## src/rtl/lights_pkg.sv

```systemverilog
package lights_pkg;

  typedef enum logic [1:0] {
    MODE_DOWN  = 2'd0,
    MODE_UP    = 2'd1,
    MODE_CLEAR = 2'd2,
    MODE_HOLD  = 2'd3
  } lightMode_e;

  // Strobes from control to datapath; at most one is set per cycle.
  typedef struct packed {
    logic clear;
    logic stepUp;
    logic stepDown;
  } stepStrobes_t;

endpackage

```

## src/rtl/light_ctrl.sv

```systemverilog
module light_ctrl
  import lights_pkg::*;
(
  input  logic [1:0]   sel,
  output stepStrobes_t strobes
);

  lightMode_e mode;

  always_comb begin
    mode    = lightMode_e'(sel);
    strobes = '0;
    unique case (mode)
      MODE_CLEAR: strobes.clear    = 1'b1;
      MODE_UP:    strobes.stepUp   = 1'b1;
      MODE_DOWN:  strobes.stepDown = 1'b1;
      MODE_HOLD:  strobes          = '0;
    endcase
  end

endmodule

```

## src/rtl/light_datapath.sv

```systemverilog
module light_datapath
  import lights_pkg::*;
#(
  parameter int NUM_LIGHTS = 4
) (
  input  logic                  clk,
  input  stepStrobes_t          strobes,
  output logic [NUM_LIGHTS-1:0] lights
);

  localparam int POS_W = (NUM_LIGHTS > 1) ? $clog2(NUM_LIGHTS) : 1;
  localparam logic [POS_W-1:0] POS_LAST = POS_W'(NUM_LIGHTS - 1);

  logic [POS_W-1:0] posQ;
  logic [POS_W-1:0] posUp;
  logic [POS_W-1:0] posDown;

  // Wrap explicitly so a count that is not a power of two still cycles.
  always_comb begin
    posUp   = (posQ == POS_LAST) ? '0 : posQ + 1'b1;
    posDown = (posQ == '0) ? POS_LAST : posQ - 1'b1;
  end

  always_ff @(posedge clk) begin
    case (1'b1)
      strobes.clear:    posQ <= '0;
      strobes.stepUp:   posQ <= posUp;
      strobes.stepDown: posQ <= posDown;
      default:          posQ <= posQ;
    endcase
  end

  // Index-to-one-hot decode, one comparator per light.
  genvar gi;
  generate
    for (gi = 0; gi < NUM_LIGHTS; gi++) begin : g_decode
      assign lights[gi] = (posQ == POS_W'(gi));
    end
  endgenerate

endmodule

```

## src/rtl/rotating_lights.sv

```systemverilog
module rotating_lights
  import lights_pkg::*;
#(
  parameter int NUM_LIGHTS = 4
) (
  input  logic                  clk,
  input  logic [1:0]            sel,
  output logic [NUM_LIGHTS-1:0] lights
);

  stepStrobes_t strobes;

  light_ctrl u_ctrl (
    .sel     (sel),
    .strobes (strobes)
  );

  light_datapath #(.NUM_LIGHTS(NUM_LIGHTS)) u_dp (
    .clk     (clk),
    .strobes (strobes),
    .lights  (lights)
  );

endmodule

```

## config.mk

```make
export PLATFORM = sky130hd
export DESIGN_NAME = rotating_lights
export DESIGN_NICKNAME = d
export VERILOG_FILES = /design/src/rtl/lights_pkg.sv /design/src/rtl/light_ctrl.sv /design/src/rtl/light_datapath.sv /design/src/rtl/rotating_lights.sv
export SDC_FILE = /design/constraint.sdc
export NUM_CORES = 1
export LEC_CHECK = 0
export ABC_AREA = 1
export BUFFER_PORTS_ARGS = -buffer_cell sky130_fd_sc_hd__buf_2
export CAP_MARGIN = 20
export CORE_AREA = 3 3 40 42
export CTS_BUF_LIST = sky130_fd_sc_hd__clkbuf_4 sky130_fd_sc_hd__clkbuf_8
export DETAILED_ROUTE_END_ITERATION = 16
export DIE_AREA = 0 0 43 45
export PLACE_DENSITY = 0.32
export SYNTH_ARGS = -nofsm -noshare
export SYNTH_HDL_FRONTEND = slang
export SYNTH_SLANG_ARGS = --single-unit
```

## constraint.sdc

```tcl
create_clock -name clk -period 1.4 [get_ports clk]
set_clock_uncertainty 0.2 [all_clocks]
set_input_delay 0.14 -clock clk [delete_from_list [all_inputs] [get_ports clk]]
set_output_delay 0.14 -clock clk [all_outputs]
set_load 0.005 [all_outputs]
```

# Word level (Yosys, flattened, before mapping)

Cells that the tools add are included.

Memories kept: 0
Register bits after elaboration: 2
Word-level logic and storage cells: 18
Output and inout bits: 4
Input port bits: 3
Latch bits: 0
Memory bits (read-only): 0
RAM bits: 0

Multipliers: 0
Bitwise operators: 0
Add/sub/neg operators: 2
Shift-type cells: 0
Reduce and logical (&&, ||, !) cells: 3
Magnitude comparators: 0
Eq/ne operators: 5
Div/mod/pow operators: 0
Muxes and demuxes: 7

Operator list:

| kind                | number |
|---|---|
| $mux 2              | 4 |
| $eq 2x2->1 const B  | 3 |
| $eq 2x1->1 const B  | 2 |
| $logic_not 2->1     | 2 |
| $mux 1              | 3 |
| $add 2x1->2 const B | 1 |
| $reduce_bool 2->1   | 1 |
| $sub 2x1->2 const B | 1 |

# Logic depth before layout (Yosys ltp)

Gate-level depths: netlist of the first run.

Depth after elaboration: 4
Mapped depth: 6
Gate-level depth less buffers: 6

# By module

From an unflattened synthesis of the first run, not the netlist that was laid out.

Cell total of the unflattened synthesis: 32
Area, all modules: 197.7 µm²

Modules (own cells, without submodules):

| module         | cells an instance | area each (µm²) | instances | sequential area each (µm²) |
|---|---|---|---|---|
| light_datapath | 27                | 178.9           | 1         | 40.0 |
| light_ctrl     | 5                 | 18.8            | 1         | 0.0 |

# Worst setup path before layout of the first run

No wires, ideal clock.

Path kind: flip-flop to flip-flop
From: register u_dp.posQ[0]
To: register u_dp.posQ[1]
Data arrival time: 0.941 ns
Cell stages (with the launch flop): 7
Path slack: 0.142 ns
Period minus slack after synthesis: 1.258 ns
Cells stage by stage: dfxtp_1 > inv_1 > ha_1 > inv_1 > nand2_2 > nand3_1 > o21ai_1

Cells in the longest elaborated chain, start to end: 4
Elaborated cells between the ends (all ways): 8
Classes of those cells: 2 x add/sub; 1 x eq/ne; 4 x mux; 1 x reduce/logical

RTL lines:

| what                                           | RTL line             | RTL |
|---|---|---|
| start: declaration                             | light_datapath.sv:14 | `logic [POS_W-1:0] posQ;` |
| start signal: assignment                       | light_datapath.sv:27 | `strobes.stepUp: posQ <= posUp;` |
| start signal: assignment                       | light_datapath.sv:28 | `strobes.stepDown: posQ <= posDown;` |
| start signal: assignment                       | light_datapath.sv:29 | `default: posQ <= posQ;` |
| $sub 2x1->2 or $logic_not 2->1 (tied branches) | light_datapath.sv:21 | `posDown = (posQ == '0) ? POS_LAST : posQ - 1'b1;` |
| $mux 2                                         | light_datapath.sv:21 |  |
| $mux 2                                         | light_datapath.sv:25 | `case (1'b1)` |
| $mux 2 (*)                                     | light_datapath.sv:25 |  |

Mark *: on every way between the ends. The rest lies on a longest branch, timed or not. The select of a mux whose other input is x is not followed.
A chain may end at the register's enable or synchronous reset.

# Worst setup path after layout of the first run

From: register u_dp.posQ[0]
To: output lights[3]

Cells in the longest elaborated chain, start to end: 1

RTL lines:

| what             | RTL line             | RTL |
|---|---|---|
| $eq 2x2->1       | light_datapath.sv:37 | `assign lights[gi] = (posQ == POS_W'(gi));` |
| end: declaration | rotating_lights.sv:8 | `output logic [NUM_LIGHTS-1:0] lights` |

No other way between the ends.

==> flow_results.org, run 1 <==
** Status
- Result of the run :: complete, no violations

** Clocking
- Buffers inserted during clock tree synthesis total 3.
- Clock sink total :: 2
- CTS tree :: done
- Clock transition at the registers of the reported paths :: 0.03 ns
- The longest clock path from root to sink contains 2 buffers.
- Clock tree synthesis selected as its root buffer the cell sky130_fd_sc_hd__clkbuf_4.
- The later pin in the worst-skew pair is clocked with a latency of 0.22 ns.
- In this run the number of H-tree levels came out at 1.

** Pwr
- Sequential power share :: 24.7%
- Total leakage power :: 0.147 nW
- The internal power of the cells totals 0.000211 W.
- IR analysis of the VDD net gives a maximum drop of 0.000392 V.
- Of the total power, combinational logic draws 33.6%.
- Switching Power :: 0.0000940 W
- The clock network is responsible for 41.6% of the overall power.
- Switching fraction of total power :: 30.9%
- For this design the ratio of total power to cell area is 1240 nW/µm².

** Critical path
- Crit-path leading delay family :: flip-flops
- Data on the critical path is required at its endpoint by 1.06 ns.
- In this run the worst path has a maximum fanout of 5.
- Sequence of cells on the critical path :: buf_4 > ha_1 > buf_2
- Buffer and inverter count on the worst path :: 2
- Stage delay of the slowest cell on the critical path :: 0.30 ns
- CP Data Arrival Time :: 0.99 ns
- The worst setup path is captured at a primary output.
- The slowest stage of the critical path belongs to the cell sky130_fd_sc_hd__dfxtp_1.
- Type of element launching the critical path :: flip-flop
- Start-to-end type of the worst setup path :: reg -> out

** Synthesis
- Number of flops mapped to enable cells by yosys :: 0
- The number of nets handed over by synthesis was 29.
- The biggest area contributor in the post-synthesis netlist is sky130_fd_sc_hd__ha_1.
- Most frequently used cell type in the post-synthesis netlist :: sky130_fd_sc_hd__inv_1
- Dominant combinational cell family by area after synthesis :: adder cells
- Top cells by count, synth :: sky130_fd_sc_hd__inv_1, sky130_fd_sc_hd__ha_1, sky130_fd_sc_hd__nand2_1
- Area share of the largest cell type after synthesis :: 31.7%
- Area of the mapped netlist :: 158 µm²
- Yosys mapped the design onto 9 distinct sky130hd cell types.
- Synthesis handed over a netlist of 22 instances.
- After synthesis, the share of cell area in mux cells is 0%.
- For this run, asynchronously set or reset flops after synthesis account for 0%.
- Post-Synth Simple-Gate Area :: 19.0%
- After Yosys synthesis, full adders, half adders and majority gates account for 31.7% of the synthesized area.
- Share of synthesized area occupied by flip-flops and latches :: 25.4%
- The Yosys step of the flow raised 0 warnings.
- Post-synthesis share of cell area spent on xor and xnor gates :: 0%
- The synthesized design contains 2 register bits.
- Biggest area contributors in the synthesized netlist :: sky130_fd_sc_hd__ha_1, sky130_fd_sc_hd__dfxtp_1, sky130_fd_sc_hd__inv_1
- Most common flop cell mapped by yosys :: sky130_fd_sc_hd__dfxtp_1
- Share of the synthesized area in compound gates (AO/OA/AOI/OAI) :: 9.52%
- Post-Syn Area per Cell :: 7.17 µm²

** Place
- The congestion estimate from routability-driven global placement came to 0.665.
- Count of port buffers added during placement :: 6
- Number of cells in the design after placement :: 44

** Finish
- Post-route core utilization :: 19.2%
- Final cell count without fillers :: 48
- Area added between synthesis and finish :: 56.3%
- Regs by FF count :: u_dp.posQ (2)
- Largest register by flop count :: u_dp.posQ
- Share of cells above drive strength 1 :: 33.3%
- Number of diodes :: 0
- Net total in the final layout :: 42
- The register with the most flip-flops in the layout has 2 of them.

** STA
- Endpoints failing hold :: 0
- Setup repair after global routing left no endpoint under its margin.
- Worst Max-Slew Pin Slew :: 0.119 ns
- The worst path uses 95.3% of the clock period.
- Relative slew slack :: 92.1%
- Setup violations remaining at the end of the flow were counted as 0.
- Timing would allow up to 750 MHz.
- Clock period minus final worst setup slack :: 1.33 ns
- Max-slew violation total from the final report :: 0
- Sum Neg Setup Slack :: 0 ns

** Global route
- Wire length of the first global-routing pass :: 607 µm
- Total overflow reported by the global router :: 0
- The via count of the first global-routing pass was 153.
- Total routing usage reported by global routing :: 4.74%
- Entering global routing, the biggest net connects 6 pins.
- The number of antenna violations at the first check in global routing was 0.

** Job
- Max-cap violations in this run came to 0.

** Detailed routing
- In the final routed layout, each cell accounts on average for 7.19 µm.
- In the routed design, unresolved DRC markers number 0.
- Detailed routing inserted a total of 149 vias.
- The detail route stage leaves a number of antenna-violating nets equal to 0.
- In the routed layout, each cell is associated on average with a via count of 3.10.
- Wire length reported by the detailed router :: 345 µm
- After the first detailed-routing iteration, the DRC count stood at 0.
- First-pass detailed-route iteration total :: 1

** Die
- Core Region :: 1280 µm²
- Initial core utilization :: 12.3%
- Die footprint :: 1940 µm²
- Chip Width :: 43 µm
- The floorplan has 13 rows.
- In this run the count of I/O pins placed on the die edge is 7.
- From bottom edge to top edge, the die measures 45 µm.

** Min path
- Worst min path class :: in -> reg
## worst min-delay path, stage by stage
cell,delay [ns]
sky130_fd_sc_hd__buf_2,0.10
sky130_fd_sc_hd__nor2_1,0.04
sky130_fd_sc_hd__a21oi_1,0.12
## layout make-up
type | count | area, µm²
Multi-Input combinational cell | 14 | 95.1
Clock buffer | 3 | 22.5
Fill cell | 155 | 1040
Sequential cell | 2 | 40.0
Inverter | 6 | 22.5
Timing Repair Buffer | 8 | 47.5
Tap cell | 15 | 18.8
## metrics by stage
stage / instance area, µm² / hold slack, ns / worst slack (ns) / total power (W)
floorplan: 158 / 0.0357 / 0.142 / 0.000139
global placement: 214 / 0.175 / 0.158 / 0.000182
detailed placement: 214 / 0.179 / 0.167 / 0.000179
CTS: 246 / 0.0205 / 0.0452 / 0.000319
global route: 246 / 0.0524 / 0.0168 / 0.000346
finish: 246 / 0.0246 / 0.0662 / 0.000305
## path summary, 6_finish.rpt
check                                               start                         to  slack, ns  cells after the start
worst min-delay path                               sel[1]  u_dp.posQ[0]$_SDFFE_PN0P_       0.02                      3
worst min register to register  u_dp.posQ[1]$_SDFFE_PN0P_  u_dp.posQ[1]$_SDFFE_PN0P_       0.44                      4
worst max-delay path            u_dp.posQ[0]$_SDFFE_PN0P_                  lights[3]       0.07                      3
worst max register to register  u_dp.posQ[1]$_SDFFE_PN0P_  u_dp.posQ[1]$_SDFFE_PN0P_       0.16                      6
## layer usage
| layer | global-route usage (%) | share of wire (%) | wire (µm) |
|---|---|---|---|
| met1 | 4.56 | 48 | 164 |
| met2 | 5.69 | 44 | 151 |
| met3 | 3.98 | 8.4 | 29 |
| met4 | 5.42 | 0 | 0 |
| met5 | 0 | 0 | 0 |
## layout by cell type (no fill, tap or decap)
master,instances
sky130_fd_sc_hd__dlygate4sd3_1,1
sky130_fd_sc_hd__dfxtp_1,2
sky130_fd_sc_hd__nand2_2,1
sky130_fd_sc_hd__buf_2,6
sky130_fd_sc_hd__inv_1,6
sky130_fd_sc_hd__nor2_1,2
sky130_fd_sc_hd__nand3_1,1
sky130_fd_sc_hd__buf_4,1
sky130_fd_sc_hd__ha_1,4
sky130_fd_sc_hd__clkbuf_4,3
sky130_fd_sc_hd__a21oi_1,2
sky130_fd_sc_hd__o21ai_1,1
sky130_fd_sc_hd__nand2_1,3
## power groups by stage
stage / logic (W) / registers, W / clock network, W
after floorplan: 0.0000608 / 0.0000787 / 0
after global placement: 0.000106 / 0.0000764 / 0
after detailed placement: 0.000103 / 0.0000762 / 0
after CTS: 0.000106 / 0.0000754 / 0.000138
after global routing: 0.000121 / 0.0000765 / 0.000148
final: 0.000102 / 0.0000754 / 0.000127
## repair_timing
item,4_1_cts,5_1_grt
resized for setup,0,0
endpoints found under the setup margin,0,0
buffers inserted,0,0
hold buffers,1,0
endpoints found under the hold margin,1,0
## kinds of logic after synthesis
kind of cell	Yosys count
compound gates	3
fa+ha+maj	4
buf+inv	6
flops	2
simple gates	7
No activity file was read; power rests on OpenSTA's default activity.
==> run 2, diff against run 1 <==
==> constraint.sdc (replaced) <==
create_clock -name clk -period 1.4 [get_ports clk]
set_clock_uncertainty 0.2 [all_clocks]
set_input_delay 0.14 -clock clk [delete_from_list [all_inputs] [get_ports clk]]
set_output_delay 0.14 -clock clk [all_outputs]
set_load 0.02 [all_outputs]
==> flow_results.org, run 2 (synthesized netlist as in run 1, its figures left out) <==
** Detailed routing
- The routed length on met1 was 165 µm (was 164 µm).
- DRC violation total after the first TritonRoute iteration :: 0 (unchanged)
- The number of remaining DRC errors came to 0 (unchanged).
- The per-cell routed wire length came to 7.23 µm (was 7.19 µm).
- The final wirelength is 347 µm (was 345 µm).
- The first-pass iteration count of the detailed router came to 1 (unchanged).
- DR WL met3 :: 29 µm (unchanged)
- The count of antenna-violating nets left after detailed routing was 0 (unchanged).
- The total met2 wirelength after detailed routing was 152 µm (was 151 µm).
- Via density :: 3.10 (unchanged)
- Number of vias after detailed routing :: 149 (unchanged)
- The uppermost metal layer occupied by signal nets was met3 (unchanged).

** Critical path
- Highest fanout seen on the critical path :: 5 (unchanged)
- The type of the worst setup path is reg -> out (unchanged).
- The type of element capturing the critical path is a primary output (unchanged).
- Worst reg2reg path startpoint :: u_dp.posQ[1]$_SDFFE_PN0P_ (unchanged)
- Sequence of cells on the critical path :: buf_4 > ha_1 > buf_2 (unchanged)
- The start point of the critical path is u_dp.posQ[0]$_SDFFE_PN0P_ (unchanged).
- The worst endpoint data arrival time was 1.00 ns (was 0.99 ns).
- The slack of the worst reg-to-reg path came to 0.19 ns (was 0.16 ns).
- Worst reg2reg path endpoint :: u_dp.posQ[1]$_SDFFE_PN0P_ (unchanged)
- The data required time at the worst endpoint was 1.06 ns (about the same).
- The startpoint type of the worst setup path is a flip-flop (unchanged).
- The slowest cell on the critical path was sky130_fd_sc_hd__dfxtp_1 (unchanged).
- Stage delay of the slowest cell on the critical path :: 0.30 ns (about the same)
- R2r worst-path depth :: 6 (unchanged)

** Global route
- The number of antenna violations at the first check in global routing came to 0 (unchanged).
- The via count of the first global-routing pass was 153 (unchanged).
- The global-route wire length before repair is 607 µm (unchanged).
- The all-layer global routing usage came to 4.74% (unchanged).
- Total overflow reported by the global router :: 0 (unchanged)
- The maximum number of pins on one net before global-route repair came to 6 (unchanged).

** STA
- Relative slew slack :: 92.1% (unchanged)
- Worst Max-Slew Pin Slew :: 0.119 ns (unchanged)
- Clock period minus final worst setup slack :: 1.34 ns (was 1.33 ns)
- Endpoints failing hold :: 0 (unchanged)
- The total negative setup slack came to 0 ns (unchanged).
- Final hold slack :: 0.0179 ns (was 0.0246 ns)
- Highest achievable clock rate :: 748 MHz (was 750 MHz)
- RSZ-0062 raised after global routing: no (unchanged).
- Max-slew violation total from the final report :: 0 (unchanged)
- The final setup slack of the worst path is 0.0630 ns (was 0.0662 ns).
- Period Utilization, post-route :: 95.5% (was 95.3%)
- Number of setup violations in the final report :: 0 (unchanged)

** Clocking
- The post-CTS setup buffer count was 0 (unchanged).
- The number of buffers inserted during clock tree synthesis came to 3 (unchanged).
- The maximum number of buffers from clock root to sink is 2 (unchanged).
- Clock transition at the registers of the reported paths :: 0.03 ns (about the same)
- CTS tree :: done (unchanged)
- Clock sink total :: 2 (unchanged)
- Clock Tree Root :: sky130_fd_sc_hd__clkbuf_4 (unchanged)
- The clock latency reported for the late side of the worst-skew pair was 0.22 ns (about the same).
- The H-tree depth reported by CTS came to 1 (unchanged).

** Die
- The vertical die dimension was 45 µm (unchanged).
- Chip Width :: 43 µm (unchanged)
- Die footprint :: 1940 µm² (unchanged)
- The row count is 13 (unchanged).
- The area of the placeable core came to 1280 µm² (unchanged).
- Initial core utilization :: 12.3% (unchanged)
- The count of pins on the block boundary was 7 (unchanged).

** Pwr
- The power density over the cells is 1320 nW/µm² (was 1240 nW/µm²).
- Worst vdd ir :: 0.000392 V (about the same)
- Total power after layout :: 0.000339 W (was 0.000305 W)
- Total leakage power :: 0.147 nW (about the same)

** Finish
- Regs by FF count :: u_dp.posQ (2) (unchanged)
- The fraction of layout instances using a drive strength above 1 came to 39.4% (was 33.3%).
- The number of flip-flops under the largest register name came to 2 (unchanged).
- Final cell count without fillers :: 48 (unchanged)
- The final layout net count was 42 (unchanged).
- The filler cell count in the final layout is 154 (was 155).
- The number of antenna diodes is 0 (unchanged).
- Area added between synthesis and finish :: 62.7% (was 56.3%)
- Leading cell types in the layout, fill and taps excluded: sky130_fd_sc_hd__inv_1, sky130_fd_sc_hd__buf_2, sky130_fd_sc_hd__nand2_1, sky130_fd_sc_hd__ha_1, sky130_fd_sc_hd__clkbuf_4 (was sky130_fd_sc_hd__inv_1, sky130_fd_sc_hd__buf_2, sky130_fd_sc_hd__ha_1, sky130_fd_sc_hd__nand2_1, sky130_fd_sc_hd__clkbuf_4).
- The largest register by flop count is u_dp.posQ (unchanged).
- Most common library cell in the layout ignoring fill and taps :: sky130_fd_sc_hd__inv_1

** Status
- Result of the run :: complete, no violations (unchanged)

** Min path
- Worst min path class :: in -> reg (unchanged)
- The start point of the worst hold path was sel[1] (unchanged).
- End point of the worst hold path :: u_dp.posQ[1]$_SDFFE_PN0P_ (was u_dp.posQ[0]$_SDFFE_PN0P_)
- Hold path cells :: 4 (was 3)

** Place
- The number of placed cells counting well taps came to 44 (unchanged).
- Gpl congestion :: 0.665 (unchanged)
- The post-placement setup slack is 0.167 ns (unchanged).
- Count of port buffers added during placement :: 6 (unchanged)

** Job
- The number of maximum-capacitance violations came to 0 (unchanged).
-- run 2: area by class of cell --
| class | count | area, µm² | area share [%] |
|---|---|---|---|
| multi-input combinational | 14 | 97.6 | 38.0 |
| timing repair buffer | 8 | 53.8 | 21.0 |
| sequential | 2 | 41.3 | 16.1 |
| clock buffer | 3 | 22.5 | 8.78 |
| inverter | 6 | 22.5 | 8.78 |
| tap | 15 | 18.8 | 7.32 |
-- run 2: power breakdown --
part	total, W	internal, W	switching (W)
logic	0.000136	0.0000547	0.0000809
clock network	0.000127	0.0000945	0.0000323
registers	0.0000770	0.0000701	0.00000695
-- run 2: what timing repair did --
item	4_1_cts	5_1_grt
hold buffers	1	0
endpoints found under the setup margin	0	2
endpoints found under the hold margin	1	0
gates resized for setup	0	4
-- run 2: worst max-delay path by stage --
stage | to | slack [ns] | cells after the start
CTS | lights[3] | 0.01 | 3
floorplan | u_dp.posQ[0]$_SDFFE_PN0P_ | 0.14 | 6
global placement | u_dp.posQ[1]$_SDFFE_PN0P_ | 0.16 | 6
finish | lights[1] | 0.06 | 3
detailed placement | u_dp.posQ[1]$_SDFFE_PN0P_ | 0.17 | 6
global route | lights[1] | 0.02 | 3
-- run 2: worst max-delay path, delay by kind of cell, from the launching register on --
family / cells / cell delay (ns)
adders and majority gates: 1 / 0.18
buffers and inverters: 2 / 0.30
DFF: 1 / 0.30
-- run 2: through the flow --
stage                     utilization (%)  cell area (µm²)
after floorplan                         -              158
after global placement               16.7              214
after detailed placement             16.7              214
after CTS                            19.2              246
after global routing                 20.0              256
final                                20.0              256
-- run 2: metal layers --
layer	track usage, %	vias to the layer above
li1	-	88
met1	4.56	57
met4	5.42	0
met3	3.98	0
met2	5.69	4
met5	0	-
==> run 3, diff against run 2 <==
--- a/config.mk
+++ b/config.mk
@@ -12,7 +12,8 @@
 export CTS_BUF_LIST = sky130_fd_sc_hd__clkbuf_4 sky130_fd_sc_hd__clkbuf_8
 export DETAILED_ROUTE_END_ITERATION = 16
 export DIE_AREA = 0 0 43 45
-export PLACE_DENSITY = 0.32
+export PLACE_DENSITY = 0.35
 export SYNTH_ARGS = -nofsm -noshare
 export SYNTH_HDL_FRONTEND = slang
+export SYNTH_HIERARCHICAL = 1
 export SYNTH_SLANG_ARGS = --single-unit
==> flow_results.org, run 3 <==
** Critical path
- Type of element launching the critical path :: flip-flop (unchanged)
- R2r worst-path depth :: 7 (was 6)
- The start of the worst register-to-register path was u_dp/posQ[0]$_SDFFE_PP0P_ (was u_dp.posQ[1]$_SDFFE_PN0P_).
- Crit-path most repeated cell :: sky130_fd_sc_hd__buf_4
- The worst stage delay on the critical path came to 0.30 ns (about the same).
- The slack of the worst reg-to-reg path is 0.20 ns (was 0.19 ns).
- Crit-path slowest cell :: sky130_fd_sc_hd__dfxtp_1 (unchanged)
- Worst reg2reg path endpoint :: u_dp/posQ[1]$_SDFFE_PP0P_ (was u_dp.posQ[1]$_SDFFE_PN0P_)
- The largest driver fanout on the critical path is 4 (was 5).
- Crit path capture type :: primary output (unchanged)
- The data required time at the worst endpoint came to 1.06 ns (about the same).
- Sequence of cells on the critical path :: buf_4 > ha_2 > buf_4 (was buf_4 > ha_1 > buf_2)
- The worst endpoint data arrival time is 1.00 ns (about the same).
- Start-to-end type of the worst setup path :: reg -> out (unchanged)

** Synthesis
- The part of the Yosys area used for sequential elements is 20.3% (was 25.4%).
- Area share of the largest cell type after synthesis :: 25.3% (was 31.7%)
- Top cells by count, synth :: sky130_fd_sc_hd__inv_1, sky130_fd_sc_hd__nand2_1, sky130_fd_sc_hd__nor2_1 (was sky130_fd_sc_hd__inv_1, sky130_fd_sc_hd__ha_1, sky130_fd_sc_hd__nand2_1)
- The most frequently used cell type in the post-synthesis netlist was sky130_fd_sc_hd__inv_1 (unchanged).
- The number of warnings reported in the yosys synthesis log was 6 (was 0).
- Biggest area contributors in the synthesized netlist :: sky130_fd_sc_hd__ha_1, sky130_fd_sc_hd__dfxtp_1, sky130_fd_sc_hd__inv_1 (unchanged)
- Yosys top cell by area :: sky130_fd_sc_hd__ha_1 (unchanged)
- The average cell area after synthesis is 6.18 µm² (was 7.17 µm²).
- The post-synth net total is 39 (was 29).
- Number of flops mapped to enable cells by yosys :: 0 (unchanged)
- Area of the mapped netlist :: 198 µm² (was 158 µm²)
- The most common flop cell mapped by yosys was sky130_fd_sc_hd__dfxtp_1 (unchanged).
- The number of cells produced by synthesis was 32 (was 22).
- The distinct cell type count after synthesis came to 10 (was 9).
- The fraction of registers with async set/reset was 0% (unchanged).
- Total of flip-flops plus latches after synthesis :: 2 (unchanged)

** Job
- The number of maximum-capacitance violations is 0 (unchanged).

** Global route
- Wire length of the first global-routing pass :: 696 µm (was 607 µm)
- The number of antenna violations at the first check in global routing came to 0 (unchanged).
- Pin count of the biggest net entering global routing :: 5 (was 6)
- The all-layer global routing usage is 5.07% (was 4.74%).
- The total overflow reported by the global router was 0 (unchanged).
- Via count of the first global-routing pass :: 200 (was 153)

** Clocking
- The number of buffers inserted during clock tree synthesis came to 3 (unchanged).
- CTS tree :: done (unchanged)
- Clock transition at the registers of the reported paths :: 0.03 ns (about the same)
- Maximum root-to-sink buffer count :: 2 (unchanged)
- Hold buffer count at CTS :: 0 (was 1)
- The clock latency reported for the late side of the worst-skew pair came to 0.22 ns (about the same).
- Gates resized, CTS repair :: 0 (unchanged)
- H-tree depth reported by CTS :: 1 (unchanged)
- Clock Tree Root :: sky130_fd_sc_hd__clkbuf_4 (unchanged)
- The number of clock sinks seen by CTS is 2 (unchanged).
- The post-CTS setup buffer count was 0 (unchanged).

** STA
- RSZ-0062 raised after global routing :: no (unchanged)
- Number of setup violations in the final report :: 0 (unchanged)
- The total count of max-transition violations in the final report came to 0 (unchanged).
- Worst Max-Slew Pin Slew :: 0.207 ns (was 0.119 ns)
- Final setup margin :: 0.0593 ns (was 0.0630 ns)
- Clock period minus final worst setup slack :: 1.34 ns (about the same)
- The relative slew slack came to 86.2% (was 92.1%).
- The total negative setup slack is 0 ns (unchanged).
- The portion of the clock cycle consumed by the worst path in the final layout was 95.8% (was 95.5%).
- The timing-limited maximum frequency was 746 MHz (was 748 MHz).
- Endpoints failing hold :: 0 (unchanged)

** Detailed routing
- Wire length reported by the detailed router :: 399 µm (was 347 µm)
- First-pass detailed-route iteration total :: 4 (was 1)
- Drc violations :: 0 (unchanged)
- The count of antenna-violating nets left after detailed routing came to 0 (unchanged).
- Final routed wire length divided by cell count :: 6.88 µm (was 7.23 µm)
- The count of routing violations after the opening detailed-route iteration came to 5 (was 0).
- Number of vias after detailed routing :: 198 (was 149)
- Via density :: 3.41 (was 3.10)

** Min path
- The worst min-delay path class is in -> reg (unchanged).
- Hold Startpoint :: sel[0] (was sel[1])
- Hold path cells :: 5 (was 4)
- The terminating pin of the worst hold path was u_dp/posQ[0]$_SDFFE_PP0P_ (was u_dp.posQ[1]$_SDFFE_PN0P_).

** Finish
- The filler cell count in the final layout is 148 (was 154).
- Share of cells above drive strength 1 :: 34.9% (was 39.4%)
- Leading cell types in the layout, fill and taps excluded: sky130_fd_sc_hd__inv_1, sky130_fd_sc_hd__nand2_1, sky130_fd_sc_hd__buf_2, sky130_fd_sc_hd__nor2_1 (was sky130_fd_sc_hd__inv_1, sky130_fd_sc_hd__buf_2, sky130_fd_sc_hd__nand2_1, sky130_fd_sc_hd__ha_1, sky130_fd_sc_hd__clkbuf_4).
- The number of flip-flops under the largest register name was 2 (unchanged).
- The area overhead of the layout relative to synthesis was 46.2% (was 62.7%).
- Number of diodes :: 0 (unchanged)
- Most common library cell in the layout ignoring fill and taps :: sky130_fd_sc_hd__inv_1 (unchanged)
- The largest register by flop count was u_dp/posQ (was u_dp.posQ).
- The final standard cell count with taps included and fillers excluded came to 58 (was 48).
- Regs by FF count :: u_dp/posQ (2) (was u_dp.posQ (2))
- The final layout net count is 52 (was 42).
- The final instance area came to 289 µm² (was 256 µm²).

** Place
- Post-DP HPWL :: 332 µm
- The total placed instance area was 262 µm² (was 214 µm²).
- The last weighted congestion value of the routability-driven placer came to 0.646 (was 0.665).
- The post-placement setup slack was 0.204 ns (was 0.167 ns).
- The count of input and output buffers came to 6 (unchanged).
- Number of cells in the design after placement :: 55 (was 44)

** Pwr
- The leakage dissipation came to 0.177 nW (was 0.147 nW).
- The total design power was 0.000377 W (was 0.000339 W).
- The power density over the cells was 1310 nW/µm² (was 1320 nW/µm²).
- The worst vdd rail ir drop is 0.000200 V (was 0.000392 V).

** Status
- Result of the run: complete, no violations (unchanged).

** Die
- The area of the placeable core is 1280 µm² (unchanged).
- Top Ports :: 7 (unchanged)
- Die footprint :: 1940 µm² (unchanged)
- Std-Cell Rows :: 13 (unchanged)
- Chip Width :: 43 µm (unchanged)
- Height of the die :: 45 µm (unchanged)
- Initial core utilization :: 15.4% (was 12.3%)
==> run 3: cell types whose count changed in the layout (fill, tap and decap cells not counted), moves of 2 or more <==
| cell | before | now |
|---|---|---|
| sky130_fd_sc_hd__nand2_1 | 3 | 7 |
| sky130_fd_sc_hd__inv_1 | 6 | 9 |
| sky130_fd_sc_hd__buf_4 | 1 | 3 |
| sky130_fd_sc_hd__nor2_1 | 2 | 5 |
==> run 3: through the flow <==
| stage | hold slack [ns] | util, % |
|---|---|---|
| 6_report | 0.0979 | 22.5 |
| 5_1_grt | 0.113 | 22.5 |
| 4_1_cts | 0.0992 | 22.1 |
| 3_5_place_dp | 0.336 | 20.4 |
| 3_3_place_gp | 0.341 | 20.4 |
| 2_1_floorplan | 0.178 | - |
==> run 3: where the power goes <==
group | total [W] | internal (W) | switching [W] | leakage [nW]
Sequential | 0.0000766 | 0.0000701 | 0.00000652 | 0.0168
Combinational | 0.000175 | 0.0000691 | 0.000105 | 0.147
Clock | 0.000126 | 0.0000945 | 0.0000319 | 0.0138
Total | 0.000377 | 0.000234 | 0.000144 | 0.177
==> run 3: critical path, delay by kind of cell, from the launching register on <==
kind	cells	cell delay, ns
adder cells (fa/ha/maj)	1	0.18
buffers and inverters	2	0.29
flip-flops	1	0.30
==> run 3: final cells by class <==
| cell class | instances | area (µm²) | area share, % |
|---|---|---|---|
| flip-flops and latches | 2 | 40.0 | 13.9 |
| inverters | 10 | 37.5 | 13.0 |
| clock buffers | 3 | 22.5 | 7.79 |
| multi-input cells | 20 | 123 | 42.4 |
| repair buffers | 8 | 47.5 | 16.5 |
| well taps | 15 | 18.8 | 6.49 |
==> run 3: worst max path at each step <==
stage	from	endpoint	slack, ns	cells past startpoint
final	u_dp/posQ[0]$_SDFFE_PP0P_	lights[3]	0.06	3
after detailed placement	u_dp/posQ[0]$_SDFFE_PP0P_	u_dp/posQ[1]$_SDFFE_PP0P_	0.20	7
after global placement	u_dp/posQ[0]$_SDFFE_PP0P_	u_dp/posQ[1]$_SDFFE_PP0P_	0.19	6
after CTS	u_dp/posQ[0]$_SDFFE_PP0P_	lights[3]	0.01	3
after global routing	u_dp/posQ[1]$_SDFFE_PP0P_	lights[3]	0.01	3
after floorplan	u_dp/posQ[0]$_SDFFE_PP0P_	u_dp/posQ[0]$_SDFFE_PP0P_	0.14	6
==> run 3: routing by layer <==
layer	wire length, µm	track usage, %	vias to the layer above
met5	0	0	-
li1	-	-	112
met3	22	2.39	0
met4	0	5.42	0
met1	182	4.56	82
met2	194	8.08	4
==> run 3: kinds of logic (layout without fill, tap and decap cells) <==
logic type,after synthesis,in the layout,synth area share (%)
fa+ha+maj,4,4,25.3
buf+inv,10,21,19.0
compound gates,2,2,6.96
simple gates,14,14,28.5
flops,2,2,20.3
